[config.mk]
export PLATFORM = sky130hd
export DESIGN_NAME = swire_rom_stage
export DESIGN_NICKNAME = d
export VERILOG_FILES = /design/src/rtl/swire_rom_pkg.sv /design/src/rtl/swire_rom_crc.sv /design/src/rtl/swire_rom_cursor.sv /design/src/rtl/swire_rom_stage.sv
export SDC_FILE = /design/constraint.sdc
export NUM_CORES = 1
export LEC_CHECK = 0
export BUFFER_PORTS_ARGS = -buffer_cell sky130_fd_sc_hd__buf_2
export CAP_MARGIN = 20
export CORE_MARGIN = 5
export CORE_UTILIZATION = 54
export CTS_CLUSTER_DIAMETER = 60
export DETAILED_ROUTE_END_ITERATION = 10
export PLACE_DENSITY = 0.75
export SLEW_MARGIN = 25
export SYNTH_ARGS = -nofsm -noshare
export SYNTH_HDL_FRONTEND = slang
export SYNTH_SLANG_ARGS = --single-unit
[constraint.sdc]
create_clock -name clk -period 1.95 [get_ports clk]
set_input_delay 0.195 -clock clk [delete_from_list [all_inputs] [get_ports clk]]
set_output_delay 0.195 -clock clk [all_outputs]
set_load 0.005 [all_outputs]
[src/rtl/swire_rom_pkg.sv]
package swire_rom_pkg;

  localparam int CMD_BITS = 8;

  typedef enum logic [2:0] {
    ST_CRC,      // check byte being built after chip reset
    ST_WAIT,     // waiting for a bus reset
    ST_CMD,      // collecting the command byte
    ST_SEND,     // shifting the identity out
    ST_CMP,      // comparing received identity bits
    ST_HANDOFF   // memory stage owns the bus
  } rom_state_t;

  localparam logic [CMD_BITS-1:0] OP_READ   = 8'h33;
  localparam logic [CMD_BITS-1:0] OP_MATCH  = 8'h55;
  localparam logic [CMD_BITS-1:0] OP_SKIP   = 8'hCC;
  localparam logic [CMD_BITS-1:0] OP_FSKIP  = 8'h3C;
  localparam logic [CMD_BITS-1:0] OP_FMATCH = 8'h69;

  // one step of the reflected CRC-8 (x^8+x^5+x^4+1)
  function automatic logic [7:0] crc8_step(input logic [7:0] c, input logic b);
    logic fb;
    fb = c[0] ^ b;
    return (c >> 1) ^ (fb ? 8'h8C : 8'h00);
  endfunction

endpackage

[src/rtl/swire_rom_crc.sv]
module swire_rom_crc
  import swire_rom_pkg::*;
#(
  parameter int              BODY_BITS = 56,
  parameter logic [BODY_BITS-1:0] ID_BODY = '0
) (
  input  logic       clk,
  input  logic       rst_n,
  output logic       done,
  output logic [7:0] crc
);
  localparam int CW = $clog2(BODY_BITS + 1);

  logic [CW-1:0] pos;

  assign done = (pos == CW'(BODY_BITS));

  always_ff @(posedge clk or negedge rst_n) begin
    if (!rst_n) begin
      pos <= '0;
      crc <= 8'h00;
    end else if (!done) begin
      crc <= crc8_step(crc, ID_BODY[pos]);
      pos <= pos + 1'b1;
    end
  end

  AST_CRC_FROZEN: assert property (@(posedge clk) disable iff (!rst_n)
    done |=> done && $stable(crc));
  AST_CRC_ADVANCES: assert property (@(posedge clk) disable iff (!rst_n)
    !done |=> pos == $past(pos) + 1'b1);

endmodule

[src/rtl/swire_rom_cursor.sv]
module swire_rom_cursor
  import swire_rom_pkg::*;
#(
  parameter int ID_BITS = 64
) (
  input  logic                       clk,
  input  logic                       rst_n,
  input  logic                       clear,
  input  logic                       step,
  output logic [$clog2(ID_BITS)-1:0] idx,
  output logic                       cmd_last,
  output logic                       id_last
);
  localparam int IW = $clog2(ID_BITS);

  assign cmd_last = (idx == IW'(CMD_BITS - 1));
  assign id_last  = (idx == IW'(ID_BITS - 1));

  always_ff @(posedge clk or negedge rst_n) begin
    if (!rst_n)     idx <= '0;
    else if (clear) idx <= '0;
    else if (step)  idx <= idx + 1'b1;
  end

  AST_CURSOR_STEP: assert property (@(posedge clk) disable iff (!rst_n)
    step && !clear && !id_last |=> idx == $past(idx) + 1'b1);
  AST_CURSOR_CLEAR: assert property (@(posedge clk) disable iff (!rst_n)
    clear |=> idx == '0);

endmodule

[src/rtl/swire_rom_stage.sv]
module swire_rom_stage
  import swire_rom_pkg::*;
#(
  parameter int                   BODY_BITS = 56,
  parameter int                   CRC_BITS  = 8,
  parameter logic [BODY_BITS-1:0] ID_BODY   = 56'h0000_01B8_1C02
) (
  input  logic clk,
  input  logic rst_n,
  input  logic bus_reset,
  input  logic reset_long,
  input  logic slot_valid,
  input  logic slot_bit,
  output logic slot_ready,
  output logic tx_valid,
  output logic tx_bit,
  output logic mem_go,
  output logic fast_mode
);
  localparam int ID_BITS = BODY_BITS + CRC_BITS;
  localparam int IW      = $clog2(ID_BITS);

  rom_state_t          state;
  logic [CMD_BITS-1:0] cmd_sh, cmd_next;
  logic [7:0]          crc;
  logic                crc_done;
  logic [ID_BITS-1:0]  id_word;
  logic [IW-1:0]       idx;
  logic                cmd_last, id_last;
  logic                take, reset_hit, cur_clear;

  swire_rom_crc #(.BODY_BITS(BODY_BITS), .ID_BODY(ID_BODY)) u_crc (
    .clk(clk), .rst_n(rst_n), .done(crc_done), .crc(crc)
  );

  swire_rom_cursor #(.ID_BITS(ID_BITS)) u_cursor (
    .clk(clk), .rst_n(rst_n), .clear(cur_clear), .step(take),
    .idx(idx), .cmd_last(cmd_last), .id_last(id_last)
  );

  assign id_word    = {crc, ID_BODY};
  assign slot_ready = (state == ST_CMD) || (state == ST_SEND) || (state == ST_CMP);
  assign tx_valid   = (state == ST_SEND);
  assign tx_bit     = id_word[idx];
  assign take       = slot_valid && slot_ready;
  assign reset_hit  = bus_reset && (state != ST_CRC);
  assign cmd_next   = {slot_bit, cmd_sh[CMD_BITS-1:1]};
  assign cur_clear  = reset_hit || (take && (state == ST_CMD) && cmd_last);

  always_ff @(posedge clk or negedge rst_n) begin
    if (!rst_n) begin
      state     <= ST_CRC;
      cmd_sh    <= '0;
      mem_go    <= 1'b0;
      fast_mode <= 1'b0;
    end else begin
      mem_go <= 1'b0;
      if (reset_hit) begin
        state  <= ST_CMD;
        cmd_sh <= '0;
        if (reset_long) fast_mode <= 1'b0;
      end else begin
        unique case (state)
          ST_CRC: if (crc_done) state <= ST_WAIT;
          ST_CMD: if (take) begin
            cmd_sh <= cmd_next;
            if (cmd_last) begin
              case (cmd_next)
                OP_READ:   state <= ST_SEND;
                OP_MATCH:  state <= ST_CMP;
                OP_FMATCH: begin state <= ST_CMP; fast_mode <= 1'b1; end
                OP_SKIP:   begin state <= ST_HANDOFF; mem_go <= 1'b1; end
                OP_FSKIP:  begin state <= ST_HANDOFF; mem_go <= 1'b1; fast_mode <= 1'b1; end
                default:   state <= ST_WAIT;
              endcase
            end
          end
          ST_SEND: if (take && id_last) begin
            state  <= ST_HANDOFF;
            mem_go <= 1'b1;
          end
          ST_CMP: if (take) begin
            if (slot_bit != id_word[idx]) state <= ST_WAIT;
            else if (id_last) begin
              state  <= ST_HANDOFF;
              mem_go <= 1'b1;
            end
          end
          default: state <= state;
        endcase
      end
    end
  end

  AST_GO_PULSE: assert property (@(posedge clk) disable iff (!rst_n)
    mem_go |=> !mem_go);
  AST_GO_FROM_SLOT: assert property (@(posedge clk) disable iff (!rst_n)
    mem_go |-> $past(take));
  AST_ABORT: assert property (@(posedge clk) disable iff (!rst_n)
    reset_hit |=> slot_ready && !tx_valid && !mem_go);
  AST_FAST_CLEAR: assert property (@(posedge clk) disable iff (!rst_n)
    reset_hit && reset_long |=> !fast_mode);
  AST_FAST_KEEP: assert property (@(posedge clk) disable iff (!rst_n)
    fast_mode && !(bus_reset && reset_long) |=> fast_mode);
  AST_TX_GATED: assert property (@(posedge clk) disable iff (!rst_n)
    tx_valid |-> slot_ready);
  AST_QUIET_UNTIL_CRC: assert property (@(posedge clk) disable iff (!rst_n)
    !crc_done |-> !slot_ready && !fast_mode && !mem_go);

endmodule

# Yosys cells after proc, flatten, opt, wreduce, memory -nomap -nowiden
# Memories as Yosys holds them, arrays and structs flattened.
# Index checks and enable logic that the tools add are counted.
dict set report word_totals {
  regBits 33
  mem_count 1
  wordCells 89
  inputBits 6
  romBits 64
}
dict set report op_classes {
  n_reduce_logical 22
  add_sub_neg 2
  bitwise 2
  muxes 34
  n_eq_ne 19
  order_cmp 2
}
# name words word_bits read_ports rd_clocked_by_memory_dff write_ports line
set mem_list {}
lappend mem_list {{(name not given)} 64 1 1 0 0 swire_rom_crc.sv:23} ;# crc <= crc8_step(crc, ID_BODY[pos]);
# op count
set ops {}
lappend ops {{8-bit two-way mux} 4}
lappend ops {{3-bit two-way mux} 8}
lappend ops {{8-bit by 6-bit == test with 1-bit output (second input constant)} 2}
lappend ops {{8-bit by 7-bit == test with 1-bit output (second input constant)} 2}
lappend ops {{1-bit two-way mux} 16}
lappend ops {{6-bit by 7-bit < comparator with 1-bit output (second input constant)} 2}
lappend ops {{6-bit by 1-bit adder with 6-bit output (second input constant)} 2}
lappend ops {{6-bit == test (second input constant)} 2}
lappend ops {{6-bit two-way mux} 2}
lappend ops {{3-bit inequality test (second input constant)} 4}
lappend ops {{3-bit case mux with 4 select lines} 1}
lappend ops {{2-bit nonzero test} 5}
lappend ops {{3-bit case mux with 3 select lines} 1}
lappend ops {{8-bit == test (second input constant)} 1}
lappend ops {{7-bit by 8-bit bitwise XOR with 8-bit output} 1}
lappend ops {{7-bit AND reduction} 1}
lappend ops {{1-bit binary-select mux with 6-bit select} 1}
lappend ops {{3-bit by 2-bit == test with 1-bit output (second input constant)} 2}
lappend ops {{6-bit by 3-bit == test with 1-bit output (second input constant)} 1}
lappend ops {{2-bit OR reduction} 3}
lappend ops {{1-bit logical AND} 5}
lappend ops {{5-bit AND reduction} 1}
lappend ops {{5-bit nonzero test} 1}
lappend ops {{4-bit by 3-bit inequality test with 1-bit output (second input constant)} 1}
lappend ops {{other kinds (10)} 12}

# Depth between registers and ports, before layout
# Gate-level depths: netlist (run 1).
dict set report depth {
  word_depth 8
  depth_mapped 9
  depth_no_buf 8
}

# Hierarchy
# Synthesis (run 1) repeated with hierarchy kept, for this count alone.
dict set report hier_totals {
  hier_cells 217
  hier_area_um2 2029.4
}
# module instances area_each_um2 cells_per_inst seq_area_each_um2
set by_module_without_submodules {}
lappend by_module_without_submodules {swire_rom_stage 1 994.7 111 300.3}
lappend by_module_without_submodules {swire_rom_crc 1 747.0 78 350.3}
lappend by_module_without_submodules {swire_rom_cursor 1 287.8 28 150.1}

# Worst setup path before layout (run 1)
# OpenSTA, ideal clock, no wires.
dict set report synth_path {
  path_kind {reg-to-reg}
  startpoint {register u_cursor.idx[0]}
  endpoint {register state[0]}
  n_path_buf 1
  synth_period_minus_slack_ns 1.989
  path_stages_with_launch 10
  t_required_ns 1.827
  slack_ns -0.039
  arrival_ns 1.867
  setup_time_ns 0.123
  cell_sequence {dfrtp_1 buf_4 inv_1 ha_1 mux2_2 a221oi_2 o21ai_1 o211ai_2 nand3b_1 o221a_1}
}
dict set report synth_between {
  elab_chain_cells 7
  elab_cells_between_ends 14
  cone_classes {eq/ne (6); mux (6); reduce/logical (2)}
}
# element line
set synth_rtl {}
lappend synth_rtl {{start, declared} swire_rom_cursor.sv:10} ;# output logic [$clog2(ID_BITS)-1:0] idx,
lappend synth_rtl {{start signal, assigned} swire_rom_cursor.sv:22} ;# else if (step) idx <= idx + 1'b1;
lappend synth_rtl {{1-bit binary-select mux with 6-bit select} swire_rom_stage.sv:83} ;# if (slot_bit != id_word[idx]) state <= ST_WAIT;
lappend synth_rtl {{1-bit two-way mux (not written as such)} swire_rom_stage.sv:83}
lappend synth_rtl {{1-bit inequality test} swire_rom_stage.sv:83}
lappend synth_rtl {{3-bit two-way mux} swire_rom_stage.sv:83}
lappend synth_rtl {{3-bit two-way mux} swire_rom_stage.sv:82} ;# ST_CMP: if (take) begin
lappend synth_rtl {{3-bit case mux with 4 select lines} swire_rom_stage.sv:63} ;# unique case (state)
lappend synth_rtl {{3-bit two-way mux} swire_rom_stage.sv:58} ;# if (reset_hit) begin
lappend synth_rtl {{end signal, assigned} swire_rom_stage.sv:89} ;# default: state <= state;
lappend synth_rtl {{end, declared} swire_rom_stage.sv:23} ;# rom_state_t state;
# Several ways; a longest one is shown, not always the timed one. The select of a mux whose other input is x is not followed.
# A chain may end at the register's enable or synchronous reset.

# Final worst setup path (run 1)
dict set report layout_path {
  startpoint {register u_cursor.idx[1]}
  endpoint {output tx_bit}
}
dict set report layout_between {
  elab_chain_cells 2
}
# element line
set layout_rtl {}
lappend layout_rtl {{1-bit binary-select mux with 6-bit select} swire_rom_stage.sv:44} ;# assign tx_bit = id_word[idx];
lappend layout_rtl {{1-bit two-way mux (not written as such)} swire_rom_stage.sv:44}
lappend layout_rtl {{end, declared} swire_rom_stage.sv:16} ;# output logic tx_bit,
# No other way between the ends. The select of a mux whose other input is x is not followed.

==> impl_metrics.env, run 1 <==
export IMPL_slew_violations=0
export IMPL_grt_usage=0.187
export IMPL_hold_viol=0
export IMPL_synth_cell_types=59
export IMPL_io_pins=11
export IMPL_vias=1637
export IMPL_cp_start_kind="flop"
export IMPL_path_class="flop to primary output"
export IMPL_placedInstanceArea_mm2=0.00213
export IMPL_post_place_ws_ns=0.0147
export IMPL_antenna_found_initial=0
export IMPL_cts_sinks=32
export IMPL_final_setup_viol_count=1
export IMPL_io_buffer_count=10
export IMPL_hpwl_um=2770
export IMPL_die_area_mm2=0.00495
export IMPL_critPathSlowestCell="dfrtp_1"
export IMPL_cts_htree_levels=2
export IMPL_crit_required_ns=1.75
export IMPL_cellLeakagePower_uw=0.00102
export IMPL_grt_max_degree=33
export IMPL_path_clk_slew_ns=0.07
export IMPL_timing_hold_ws_ns=0.0975
export IMPL_postRouteAntennaNets=0
export IMPL_hp_class="input pin to flop"
export IMPL_crit_fanout=6
export IMPL_seq_area_um2=802
export IMPL_grt_pass1_wl_um=7440
export IMPL_max_clock_path_buffers=2
export IMPL_avgRoutedWirePerCell_um=14.1
export IMPL_clock_latency_ns=0.29
export IMPL_root_buffer="clkbuf_8"
export IMPL_avgViaCountPerCell=5.53
export IMPL_drtPass1Iterations=4
export IMPL_syn_num_nets=232
export IMPL_ys_ff_latch=32
export IMPL_critPathMaxStageDelay_ns=0.42
export IMPL_synth_edff_count=0
export IMPL_diodes=0
export IMPL_p_per_area_mw_per_mm2=917
export IMPL_die_w_um=70.4
export IMPL_drive_gt1_frac=0.238
export IMPL_ys_seq_area_frac=0.407
export IMPL_syn_area_mm2=0.00197
export IMPL_area_delta_synth_final_pct=19.9
export IMPL_tritoncts="done"
export IMPL_max_slew_margin=0.525
export IMPL_numCtsBuffers=5
export IMPL_vdd_drop_max_mv=0.444
export IMPL_overflow=0
export IMPL_max_clock_freq_mhz=503
export IMPL_gp_congestion=0.861
export IMPL_fin_nets=260
export IMPL_syn_avg_cell_area_um2=8.95
export IMPL_finalPower_uw=2160
export IMPL_grt_pass1_vias=1600
export IMPL_status="finished, violations left"
export IMPL_fill_cells=304
export IMPL_drt_total_wl_um=4160
export IMPL_ys_warnings_count=0
export IMPL_end_kind="primary output"
export IMPL_finalInstanceArea_mm2=0.00236
export IMPL_fin_crit_ns=1.99
export IMPL_cp_cell_sequence="buf_6 -> mux2_4 -> a32oi_2 -> a21oi_2 -> o21bai_1 -> buf_2"
export IMPL_rsz0062_at_grt="true"
export IMPL_first_iter_violations=94
export IMPL_tightest_slew_ns=0.713
export IMPL_cap_viol_max_count=0
export IMPL_violations="negative setup slack"
export IMPL_fin_crit_sh=1.02
export IMPL_postSynth_asyncResetShare=1.00
export IMPL_start_util=0.546
export IMPL_rows=22
export IMPL_remaining_drc_errors=0
export IMPL_fin_worst_skew_ns=0.0116
export IMPL_floorplan_core_area_mm2=0.00361
export IMPL_fin_setup_tns_ns=-0.0378
export IMPL_multi_input_area_mm2=0.00115
export IMPL_cp_data_arrival_time_ns=1.79
export IMPL_fin_ws_ns=-0.0378
export IMPL_die_h_um=70.4
export IMPL_synthCells=220
export IMPL_ys_flop_type="dfrtp_1"
## registers in the layout, indices dropped and copies added, names as in the netlist
| name | flops |
|---|---|
| state | 3 |
| mem_go | 1 |
| u_crc.pos | 6 |
| u_cursor.idx | 6 |
| u_crc.crc | 8 |
| fast_mode | 1 |
| cmd_sh | 7 |
## per-stage QoR
stage           util  instances
6_report       0.655        296
5_1_grt        0.655        296
4_1_cts        0.644        295
3_5_place_dp   0.590        281
3_3_place_gp   0.590        281
2_1_floorplan      -        220
## path summary, 6_finish.rpt
kind                       slack (ns)  cells past startpoint             from              end
max in group asynchronous        0.97                      2            rst_n  u_cursor.idx[2]
hold / removal                    0.1                      2       reset_long        fast_mode
hold reg to reg                  0.51                      2     u_crc.crc[1]     u_crc.crc[1]
setup / recovery                -0.04                      6  u_cursor.idx[1]           tx_bit
setup reg to reg                 0.01                      8  u_cursor.idx[1]         state[0]
min in group asynchronous        0.49                      2            rst_n  u_cursor.idx[3]
## power by group
group | switching [uW] | leakage (uW) | internal [uW]
registers | 89.6 | 0.000409 | 711
clock network | 238 | 0.0000503 | 314
logic | 382 | 0.000557 | 430
total | 710 | 0.00102 | 1450
## cell usage after synthesis (2+ instances only)
library cell	number	area, um^2
xor2_1	6	52.6
o21ai_0	6	30.0
mux2i_1	3	30.0
ha_1	6	75.1
a31oi_1	2	12.5
clkbuf_1	4	15.0
or2_2	2	12.5
dfrtp_1	32	801
xnor2_1	7	61.3
nor2b_1	3	18.8
a21oi_1	13	65.1
buf_2	3	15.0
inv_1	8	30.0
nand2_1	40	150
nand3_1	5	25.0
nor2_1	23	86.3
buf_4	2	15.0
o21ai_1	2	10.0
nor4bb_1	3	30.0
nor3_1	5	25.0
nand4_1	4	25.0
mux2_2	2	22.5
a211oi_1	2	15.0
and3_1	2	12.5
## layout make-up
class                           count  area share
Sequential cell                    32       0.340
Inverter                            8      0.0127
Clock buffer                        7      0.0408
Multi-Input combinational cell    170       0.489
Timing Repair Buffer               31      0.0922
Tap cell                           48      0.0254
## cells by family (layout without fill, tap and decap cells)
| kind of cell | after synthesis | after routing | synth area share |
|---|---|---|---|
| and+or+nand+nor | 99 | 99 | 0.246 |
| AOI/OAI and AO/OA | 44 | 44 | 0.163 |
| DFF | 32 | 32 | 0.407 |
| buffers and inverters | 18 | 46 | 0.0438 |
| xor gates and xnor gates | 13 | 13 | 0.0578 |
| adders and majority gates | 7 | 7 | 0.0432 |
| muxes | 7 | 7 | 0.0400 |
## routing by layer
metal | GRT usage | part of all wire
met1 | 0.249 | 0.48
met2 | 0.279 | 0.46
met3 | 0.0576 | 0.040
met4 | 0.0809 | 0.014
met5 | 0 | 0
## critical path: cells and delay by family (launching register included)
family,cells,cell delay [ns]
mux,1,0.30
compound gates,3,0.49
flops,1,0.42
buf+inv,2,0.29
## what timing repair did
item	CTS	global route
setup endpoints to repair	2	6
pin swaps	6	7
endpoints found under the hold margin	32	0
hold buffers	1	0
cloned	0	0
buffers inserted	6	1
gates resized for setup	8	5
## layout by cell type (no fill, tap or decap), drive strengths merged, types with 3 or more instances in the layout
master	instances
a211oi	3
a21oi	13
buf	30
clkbuf	7
dfrtp	32
ha	6
inv	8
mux2	4
mux2i	3
nand2	41
nand3	5
nand4	4
nor2	23
nor2b	3
nor3	5
nor4bb	3
o21ai	8
or2	3
xnor2	7
xor2	6
Note: power is estimated with default switching activity, not from simulation.
==> run 2, diff against run 1 <==
--- a/config.mk
+++ b/config.mk
@@ -8,10 +8,10 @@
 export BUFFER_PORTS_ARGS = -buffer_cell sky130_fd_sc_hd__buf_2
 export CAP_MARGIN = 20
 export CORE_MARGIN = 5
-export CORE_UTILIZATION = 54
+export CORE_UTILIZATION = 55
 export CTS_CLUSTER_DIAMETER = 60
 export DETAILED_ROUTE_END_ITERATION = 10
-export PLACE_DENSITY = 0.75
+export PLACE_DENSITY = 0.73
 export SLEW_MARGIN = 25
 export SYNTH_ARGS = -nofsm -noshare
 export SYNTH_HDL_FRONTEND = slang
==> constraint.sdc (replaced) <==
create_clock -name clk -period 2.4 [get_ports clk]
set_input_delay 0.24 -clock clk [delete_from_list [all_inputs] [get_ports clk]]
set_output_delay 0.24 -clock clk [all_outputs]
set_load 0.005 [all_outputs]
==> run 2 against run 1 <==
Against the previous run: the run now ends clean; core utilization fell by 2.9 points; via count shrank 2.0%; worst setup slack better by 0.23 ns; register-to-register slack better by 0.26 ns; largest power group is now sequential cells; flip-flop and latch count unchanged; critical path depth unchanged; highest routed layer unchanged; clock skew is 0.0012 ns lower; critical path type unchanged; critical endpoint unchanged; global-route usage fell by 1.6 points; total power fell by 30%; cell count shrank 6.8%.
==> impl_metrics.env, run 2 (synthesized netlist as in run 1, its figures left out) <==
export IMPL_status="completed"
export IMPL_tritoncts="done"
export IMPL_die_w_um=69.8
export IMPL_grt_pass1_wl_um=6840
export IMPL_holdPathEnd="fast_mode"
export IMPL_avgViaCountPerCell=5.82
export IMPL_hold_viol=0
export IMPL_fin_worst_skew_ns=0.0105
export IMPL_cp_top_family="flip-flops"
export IMPL_cts_sinks=32
export IMPL_final_common_cell="nand2_1"
export IMPL_fin_ws_ns=0.191
export IMPL_final_util=0.626
export IMPL_r2r_cells=8
export IMPL_root_buffer="clkbuf_4"
export IMPL_cp_start_kind="flop"
export IMPL_rsz0062_at_grt="false"
export IMPL_grt_usage=0.171
export IMPL_io_pins=11
export IMPL_diodes=0
export IMPL_r2r_start="u_cursor.idx[1]"
export IMPL_path_class="flop to primary output"
export IMPL_io_buffer_count=10
export IMPL_critPathMaxStageDelay_ns=0.47
export IMPL_top_register="u_crc.crc"
export IMPL_remaining_drc_errors=0
export IMPL_vias=1605
export IMPL_overflow=0
export IMPL_drive_gt1_frac=0.152
export IMPL_wl_met2_um=1780
export IMPL_max_clock_path_buffers=2
export IMPL_largest_reg_flops=8
export IMPL_critPathSlowestCell="dfrtp_2"
export IMPL_cp_cell_sequence="inv_1 -> ha_1 -> mux2_2 -> a221oi_2 -> o21bai_1 -> buf_2"
export IMPL_avgRoutedWirePerCell_um=14.1
export IMPL_path_buf_inv=2
export IMPL_path_clk_slew_ns=0.10
export IMPL_fin_nets=241
export IMPL_cap_viol_max_count=0
export IMPL_cellLeakagePower_uw=0.000899
export IMPL_die_h_um=69.8
export IMPL_grt_max_degree=33
export IMPL_rrSetupSlack_ns=0.27
export IMPL_postRouteAntennaNets=0
export IMPL_hp_class="input pin to flop"
export IMPL_vdd_drop_max_mv=0.368
export IMPL_crit_required_ns=2.16
export IMPL_fin_setup_tns_ns=0
export IMPL_drtPass1Iterations=4
export IMPL_numCtsBuffers=5
export IMPL_drt_total_wl_um=3890
export IMPL_slew_violations=0
export IMPL_max_slew_margin=0.496
export IMPL_cts_htree_levels=2
export IMPL_hold_depth=2
export IMPL_max_clock_freq_mhz=453
export IMPL_rows=21
export IMPL_post_place_ws_ns=0.200
export IMPL_routed_top_layer="met4"
export IMPL_clock_latency_ns=0.34
export IMPL_floorplan_core_area_mm2=0.00339
export IMPL_p_per_area_mw_per_mm2=714
export IMPL_crit_fanout=8
export IMPL_area_delta_synth_final_pct=7.69
export IMPL_tightest_slew_ns=0.753
export IMPL_antenna_found_initial=0
export IMPL_cp_data_arrival_time_ns=1.97
export IMPL_first_iter_violations=207
export IMPL_die_area_mm2=0.00488
export IMPL_gp_congestion=0.974
export IMPL_start_util=0.581
export IMPL_wl_met1_um=1850
export IMPL_grt_pass1_vias=1485
export IMPL_rr_endpoint="state[0]"
export IMPL_final_cell_mix="40 x nand2_1, 30 x dfrtp_1, 23 x nor2_1, 13 x a21oi_1, 10 x buf_2"
export IMPL_final_setup_viol_count=0
export IMPL_end_kind="primary output"
export IMPL_hpwl_um=2810
export IMPL_holdCritStartpoint="reset_long"
export IMPL_fin_crit_sh=0.920
export IMPL_timing_hold_ws_ns=0.0548
export IMPL_fin_crit_ns=2.21
export IMPL_met3_length_um=184
export IMPL_top_regs="u_crc.crc x8, cmd_sh x7"
==> run 2: changes by cell type in the layout (fill, tap and decap cells not counted), sizes merged <==
cell,previous run,this run
buf,30,11
clkbuf,7,5
clkinvlp,0,1
clkinv,0,1
bufinv,0,1
==> run 2: how the worst max path moves through the flow <==
stage	start	end	slack [ns]	cells past startpoint
CTS	u_cursor.idx[1]	tx_bit	0.1	6
detailed placement	u_cursor.idx[1]	state[0]	0.20	8
floorplan	u_cursor.idx[0]	state[0]	0.41	9
global placement	u_cursor.idx[1]	state[0]	0.30	8
finish	u_cursor.idx[1]	tx_bit	0.19	6
global route	u_cursor.idx[1]	tx_bit	0.1	6
==> run 2: final cells by class <==
class	instances	area (um^2)
multi-input combinational	170	1080
clock inverter	3	42.5
sequential	32	803
inverter	8	30.0
timing repair buffer	12	67.6
clock buffer	5	37.5
fill	298	1270
tap	46	57.6
==> run 2: timing repair <==
item                                    CTS  global route
endpoints found under the setup margin    0             1
buffers inserted                          0             0
hold buffers                              1             0
endpoints found under the hold margin    32             0
gates resized for setup                   0             2
==> run 2: report_power, final <==
part	total, uW	internal (uW)	switching [uW]	leakage [uW]
sequential	674	579	95.2	0.000408
clock	411	217	194	0.0000412
combinational	428	204	224	0.000450
total	1510	1000	513	0.000899
==> run 2: routing by layer <==
layer | track usage | vias up
met3 | 0.0449 | 10
met2 | 0.269 | 37
met1 | 0.223 | 771
met5 | 0 | -
li1 | - | 787
met4 | 0.0681 | 0
==> run 2: worst reg2reg max path, cell delays in order (launching register included) <==
cell,delay [ns]
dfrtp_2,0.47
inv_1,0.12
ha_1,0.20
mux2_2,0.28
a221oi_2,0.33
o21ai_1,0.11
o211ai_2,0.16
nand3b_1,0.11
o221a_1,0.24
==> run 2: metrics by stage <==
step | instance area, um^2 | cells | power (uW)
6_report | 2120 | 276 | 1510
5_1_grt | 2120 | 276 | 1610
4_1_cts | 2120 | 276 | 1520
3_5_place_dp | 2030 | 267 | 1100
3_3_place_gp | 2030 | 267 | 1090
2_1_floorplan | 1970 | 220 | 1010
